### config.mk
export PLATFORM = sky130hd
export DESIGN_NAME = trap_entry_unit
export DESIGN_NICKNAME = d
export VERILOG_FILES = /design/src/rtl/trap_entry_pkg.sv /design/src/rtl/trap_event_arb.sv /design/src/rtl/trap_vector_gen.sv /design/src/rtl/trap_msr_mask.sv /design/src/rtl/trap_entry_unit.sv
export SDC_FILE = /design/constraint.sdc
export NUM_CORES = 1
export LEC_CHECK = 0
export BUFFER_PORTS_ARGS = -buffer_cell sky130_fd_sc_hd__buf_2
export CORE_MARGIN = 3
export CORE_UTILIZATION = 35
export CTS_BUF_LIST = sky130_fd_sc_hd__clkbuf_4 sky130_fd_sc_hd__clkbuf_8 sky130_fd_sc_hd__clkbuf_16
export CTS_CLUSTER_SIZE = 28
export DETAILED_ROUTE_END_ITERATION = 10
export GPL_ROUTABILITY_DRIVEN = 1
export PLACE_DENSITY_LB_ADDON = 0.1
export REMOVE_ABC_BUFFERS = 1
export SYNTH_ARGS = -nofsm -noshare
export SYNTH_HDL_FRONTEND = slang
export SYNTH_HIERARCHICAL = 1
export SYNTH_SLANG_ARGS = --single-unit
### constraint.sdc
create_clock -name clk -period 1.5 [get_ports clk]
set_input_delay 0.225 -clock clk [delete_from_list [all_inputs] [get_ports clk]]
set_output_delay 0.225 -clock clk [all_outputs]
set_load 0.03 [all_outputs]
### src/rtl/trap_entry_pkg.sv
package trap_entry_pkg;

    // Default geometry of the unit
    localparam int DEF_ADDR_W  = 32;
    localparam int DEF_MSR_W   = 32;
    localparam int DEF_PFX_LSB = 16;
    localparam int DEF_OFS_LSB = 4;

    // Default positions of the three preserved enable bits
    localparam int DEF_CRIT_POS = 17;
    localparam int DEF_MCHK_POS = 12;
    localparam int DEF_DBG_POS  = 9;

    // Event chosen for the current cycle
    typedef enum logic [1:0] {
        EV_NONE   = 2'd0,
        EV_TAKE   = 2'd1,
        EV_RETURN = 2'd2
    } trap_ev_e;

    // Priority: entry beats return
    function automatic trap_ev_e pick_event(input logic take, input logic ret);
        if (take)
            return EV_TAKE;
        else if (ret)
            return EV_RETURN;
        else
            return EV_NONE;
    endfunction

endpackage

### src/rtl/trap_event_arb.sv
module trap_event_arb
    import trap_entry_pkg::*;
(
    input  logic     take_i,
    input  logic     rfi_i,
    output trap_ev_e ev_o,
    output logic     suppress_o
);
    always_comb begin
        ev_o       = pick_event(take_i, rfi_i);
        suppress_o = take_i;
    end
endmodule

### src/rtl/trap_vector_gen.sv
module trap_vector_gen #(
    parameter int ADDR_W  = 32,
    parameter int PFX_LSB = 16,
    parameter int OFS_LSB = 4,
    localparam int PFX_W  = ADDR_W - PFX_LSB,
    localparam int OFS_W  = PFX_LSB - OFS_LSB
) (
    input  logic [PFX_W-1:0]  prefix_i,
    input  logic [OFS_W-1:0]  offset_i,
    output logic [ADDR_W-1:0] vec_o
);
    assign vec_o = {prefix_i, offset_i, {OFS_LSB{1'b0}}};
endmodule

### src/rtl/trap_msr_mask.sv
module trap_msr_mask #(
    parameter int MSR_W    = 32,
    parameter int CRIT_POS = 17,
    parameter int MCHK_POS = 12,
    parameter int DBG_POS  = 9
) (
    input  logic [MSR_W-1:0] msr_i,
    output logic [MSR_W-1:0] msr_entry_o
);
    for (genvar b = 0; b < MSR_W; b++) begin : g_bit
        localparam bit KEEP = (b == CRIT_POS) || (b == MCHK_POS) || (b == DBG_POS);
        assign msr_entry_o[b] = KEEP ? msr_i[b] : 1'b0;
    end
endmodule

### src/rtl/trap_entry_unit.sv
module trap_entry_unit
    import trap_entry_pkg::*;
#(
    parameter int ADDR_W   = DEF_ADDR_W,
    parameter int MSR_W    = DEF_MSR_W,
    parameter int PFX_LSB  = DEF_PFX_LSB,
    parameter int OFS_LSB  = DEF_OFS_LSB,
    parameter int CRIT_POS = DEF_CRIT_POS,
    parameter int MCHK_POS = DEF_MCHK_POS,
    parameter int DBG_POS  = DEF_DBG_POS,
    localparam int PFX_W   = ADDR_W - PFX_LSB,
    localparam int OFS_W   = PFX_LSB - OFS_LSB
) (
    input  logic              clk,
    input  logic              rst,
    input  logic              take_i,
    input  logic              rfi_i,
    input  logic [ADDR_W-1:0] fault_ea_i,
    input  logic [MSR_W-1:0]  msr_i,
    input  logic [PFX_W-1:0]  vec_prefix_i,
    input  logic [OFS_W-1:0]  vec_offset_i,
    output logic              suppress_o,
    output logic [ADDR_W-1:0] srr0_o,
    output logic [MSR_W-1:0]  srr1_o,
    output logic [MSR_W-1:0]  msr_o,
    output logic              redir_vld_o,
    output logic [ADDR_W-1:0] redir_addr_o
);
    trap_ev_e          ev;
    logic [ADDR_W-1:0] vec_addr;
    logic [MSR_W-1:0]  msr_entry;

    trap_event_arb u_arb (
        .take_i     (take_i),
        .rfi_i      (rfi_i),
        .ev_o       (ev),
        .suppress_o (suppress_o)
    );

    trap_vector_gen #(
        .ADDR_W  (ADDR_W),
        .PFX_LSB (PFX_LSB),
        .OFS_LSB (OFS_LSB)
    ) u_vec (
        .prefix_i (vec_prefix_i),
        .offset_i (vec_offset_i),
        .vec_o    (vec_addr)
    );

    trap_msr_mask #(
        .MSR_W    (MSR_W),
        .CRIT_POS (CRIT_POS),
        .MCHK_POS (MCHK_POS),
        .DBG_POS  (DBG_POS)
    ) u_mask (
        .msr_i       (msr_i),
        .msr_entry_o (msr_entry)
    );

    always_ff @(posedge clk) begin
        if (rst) begin
            srr0_o       <= '0;
            srr1_o       <= '0;
            msr_o        <= '0;
            redir_vld_o  <= 1'b0;
            redir_addr_o <= '0;
        end else begin
            redir_vld_o <= 1'b0;
            case (ev)
                EV_TAKE: begin
                    srr0_o       <= fault_ea_i;
                    srr1_o       <= msr_i;
                    msr_o        <= msr_entry;
                    redir_vld_o  <= 1'b1;
                    redir_addr_o <= vec_addr;
                end
                EV_RETURN: begin
                    msr_o        <= srr1_o;
                    redir_vld_o  <= 1'b1;
                    redir_addr_o <= srr0_o;
                end
                default: ;
            endcase
        end
    end
endmodule

Yosys cells after proc, flatten, opt, wreduce, memory -nomap -nowiden
Index checks and enable logic that the tools add are counted.
{"block": "word_totals", "reg_bits": 129, "input_bits": 96, "output_inout_bits": 130, "wordCells": 14}
{"block": "classes", "eq_ne": 2, "n_mux": 5, "n_reduce_logical": 2}
{"op": "32-bit case mux with 2 select lines", "n": 2}
{"op": "2-bit two-way mux", "n": 2}
{"op": "2-bit by 1-bit == test with 1-bit output (second input constant)", "n": 1}
{"op": "2-bit == test (second input constant)", "n": 1}
{"op": "2-bit nonzero test", "n": 1}
{"op": "2-bit OR reduction", "n": 1}
{"op": "1-bit two-way mux", "n": 1}

Depth between registers and ports, before layout
{"block": "depth", "ltp_word": 5, "mapped_depth": 7, "depth_no_buf": 5}

By module
The synthesis kept the hierarchy.
{"mod": "trap_entry_unit", "n_inst": 1, "cells_per_inst": 496, "area_per_inst_um2": 5308.8, "seq_area_each_um2": 2582.5}
{"mod": "trap_msr_mask", "n_inst": 1, "cells_per_inst": 33, "area_per_inst_um2": 244.0, "seq_area_each_um2": 0.0}
{"mod": "trap_vector_gen", "n_inst": 1, "cells_per_inst": 33, "area_per_inst_um2": 244.0, "seq_area_each_um2": 0.0}
{"mod": "trap_event_arb", "n_inst": 1, "cells_per_inst": 3, "area_per_inst_um2": 28.8, "seq_area_each_um2": 0.0}

Least setup slack after synthesis
OpenSTA, ideal clock, no wires.
{"block": "synth_path", "kind": "input to register", "from": "in take_i", "to": "reg msr_o[0]", "setup_time_ns": 0.086, "arrival_ns": 1.266, "required_time_ns": 1.414, "slack_ns": 0.149, "cell_stages": 7, "n_path_buf": 3, "path_cell_list": "buf_4 > inv_1 > ha_1 > buf_2 > clkbuf_1 > nor2b_1 > a211oi_1"}
{"block": "synth_between", "elab_chain_len": 3, "word_cells_on_any_way": 5, "cone_classes": "eq/ne: 2; mux: 2; reduce/logical: 1"}
{"item": "from (decl)", "line": "trap_entry_unit.sv:16", "source": "input logic take_i,"}
{"item": "2-bit two-way mux *", "line": "trap_entry_pkg.sv:23", "source": "if (take)"}
{"item": "2-bit == test or 2-bit by 1-bit == test with 1-bit output (tied branches)", "line": "trap_entry_unit.sv:69", "source": "case (ev)"}
{"item": "32-bit case mux with 2 select lines or 2-bit nonzero test (tied branches)"}
{"item": "to (signal assigned)", "line": "trap_entry_unit.sv:73", "source": "msr_o <= msr_entry;"}
{"item": "to (signal assigned)", "line": "trap_entry_unit.sv:78", "source": "msr_o <= srr1_o;"}
{"item": "to (decl)", "line": "trap_entry_unit.sv:25", "source": "output logic [MSR_W-1:0] msr_o,"}
Mark *: on every way between the ends. The rest lies on a longest branch, timed or not.
A chain may end at the register's enable or synchronous reset.

Worst setup path in the final report
{"block": "layout_path", "from": "reg srr1_o[7]", "to": "out srr1_o[7]"}
{"item": "from (decl)", "line": "trap_entry_unit.sv:24", "source": "output logic [MSR_W-1:0] srr1_o,"}
{"item": "from (signal assigned)", "line": "trap_entry_unit.sv:72", "source": "srr1_o <= msr_i;"}
No word-level cell between the ends.

==> flow_summary.json <==
{
  "vdd_drop_max_mv": 0.7419,
  "critPathTopFamily": "flip-flops",
  "yosys-top-cells-count": "dfxtp_1 (129), mux2i_1 (128), buf_4 (72)",
  "synthFlopType": "dfxtp_1",
  "synth_cell_type_count": 17,
  "ys_seq_area_share_pct": 44.33,
  "p_leak_nw": 3.472,
  "io_pins": 226,
  "grt_pass1_wl_mm": 22.70,
  "ant_nets": 0,
  "area_delta_synth_final_pct": 28.05,
  "syn_avg_cell_area_um2": 10.31,
  "hold_path.class": "in -> reg",
  "synthCells": 565,
  "clock-root-buffer": "clkbuf_16",
  "fin_crit_ns": 1.229,
  "drv_slew": 0,
  "synth_area_mm2": 0.005826,
  "path_max_fanout": 3,
  "yosysTopAreaCell": "dfxtp_1",
  "synth-warning-count": 6,
  "synth_seq_cells": 129,
  "clock_latency_ns": 0.41,
  "dp_hpwl_mm": 10.05,
  "cp_cell_sequence": "buf_2",
  "clkTransAtPathRegs_ns": 0.06,
  "grt_max_degree": 52,
  "gp_routability_congestion": 0.7414,
  "drtIter0Drc": 162,
  "antenna_found_initial": 0,
  "viasPerCell": 4.483,
  "cpPeakStageDelay_ns": 0.37,
  "arrival_ns": 1.00,
  "hold-worst-slack_ns": 0.04858,
  "drive_gt1_share_pct": 36.63,
  "cp.buffers_inverters": 1,
  "final_net_count": 848,
  "worstSetupStartpointType": "flop",
  "dr_total_vias": 4375,
  "rrSetupSlack_ns": 0.71,
  "grt_overflow": 0,
  "initial_core_util_pct": 36.28,
  "min_period_over_period_pct": 81.91,
  "setup_viol": 0,
  "finalHoldViolCount": 0,
  "wire_per_inst_um": 14.76,
  "drc": 0,
  "grt_pass1_vias": 4314,
  "finalPower_mw": 9.767,
  "synthArstFlopShare_pct": 0,
  "port_buffers": 225,
  "cts_tree": "yes",
  "power_density_mw_per_mm2": 1309,
  "synth_top_area_share_pct": 44.33,
  "cap_violations": 0,
  "post-cts-setup-buffers": 0,
  "skew_ns": 0.006861,
  "dr.pass1.iters": 6,
  "outcome": "finished clean",
  "cts_max_level": 4,
  "max_freq_mhz": 813.9,
  "core_mm2": 0.01606,
  "dieArea_mm2": 0.01823,
  "critPathRequiredTime_ns": 1.27,
  "post_cts_hold_buffer_count": 0,
  "synth-edff-count": 0,
  "grt_usage_pct": 15.67,
  "nFillCells": 1587,
  "post_cts_resized": 0,
  "clockBufferDepth": 2,
  "ys_top_cells_by_area": "dfxtp_1 (44%), mux2i_1 (22%), buf_4 (9.3%)",
  "crit_type": "reg -> out",
  "critPathCaptureType": "primary output",
  "slowest_stage": "dfxtp_1",
  "clock_sinks": 129,
  "rsz0062_at_grt": "no",
  "cts_buffers": 17,
  "placementRows": 46,
  "drt_wl_total_mm": 14.40,
  "post-synth-top-count-cell": "dfxtp_1",
  "dieHeight_um": 135.0,
  "fp.dieW_um": 135.0
}
==> through the flow <==
step	setup WS [ns]	TNS [ns]	cell area, um^2	utilization [%]	std cells
after floorplan	-1.653	-201.23	5182	-	489
after global placement	0.09901	0	6897	42.95	947
after detailed placement	0.06220	0	6897	42.95	947
after CTS	0.2417	0	7457	46.44	975
after global routing	0.2078	0	7457	46.44	975
final	0.2714	0	7460	46.45	976
==> power breakdown <==
| part | total (mW) | internal, mW | switching (mW) | leakage, nW |
|---|---|---|---|---|
| Sequential | 3.87 | 3.71 | 0.160 | 1.07 |
| Combinational | 1.93 | 0.731 | 1.20 | 2.13 |
| Clock | 3.96 | 2.54 | 1.42 | 0.274 |
==> metal layers <==
metal	routed length (um)	GRT usage, %
met2	6480	24.43
met5	0	0
met4	178	5.207
met1	6634	20.46
met3	1107	5.291
==> logic make-up (layout without fill, tap and decap cells) <==
group / count (synthesis) / after routing / share of synthesized area, %
compound gates: 64 / 64 / 8.591
fa+ha+maj: 2 / 2 / 0.4295
buf+inv: 110 / 273 / 13.23
flops: 129 / 129 / 44.33
mux: 128 / 128 / 21.99
other cells: 2 / 34 / 0.1289
simple gates: 130 / 130 / 11.30
==> path summary, 6_finish.rpt <==
check             cells after the start                   start                      end
setup / recovery                      1  srr1_o[7]$_SDFFE_PP0N_                srr1_o[7]
hold / removal                        3          fault_ea_i[26]  srr0_o[26]$_SDFFE_PP0N_
setup reg to reg                      2  srr1_o[7]$_SDFFE_PP0N_    msr_o[7]$_SDFFE_PP0P_
hold reg to reg                       2   msr_o[0]$_SDFFE_PP0P_    msr_o[0]$_SDFFE_PP0P_
==> cell type report <==
class | instances | area [um^2] | share of cell area, %
Clock buffer | 22 | 475.5 | 6.374
Multi-Input combinational cell | 357 | 2614 | 35.04
Tap cell | 216 | 270.3 | 3.623
Timing Repair Buffer | 242 | 1419 | 19.02
Inverter | 3 | 11.26 | 0.1510
Clock inverter | 6 | 85.08 | 1.141
Sequential cell | 129 | 2582 | 34.62
Antenna cell | 1 | 2.502 | 0.03355
==> state kept, by name, summed over array words and instances (netlist names) <==
signal        flops
redir_addr_o     32
srr1_o           32
redir_vld_o       1
msr_o            32
srr0_o           32
==> layout by cell type (no fill, tap or decap), drive strengths merged <==
cell type  netlist  routed
nor2            65      65
a211oi          64      64
clkbuf          14      22
diode            0       1
conb             2      33
inv              3       3
dfxtp          129     129
bufinv           0       2
clkinv           0       2
buf             93     242
mux2i          128     128
clkinvlp         0       2
ha               2       2
nor2b           65      65
(Power assumes the default switching activity.)
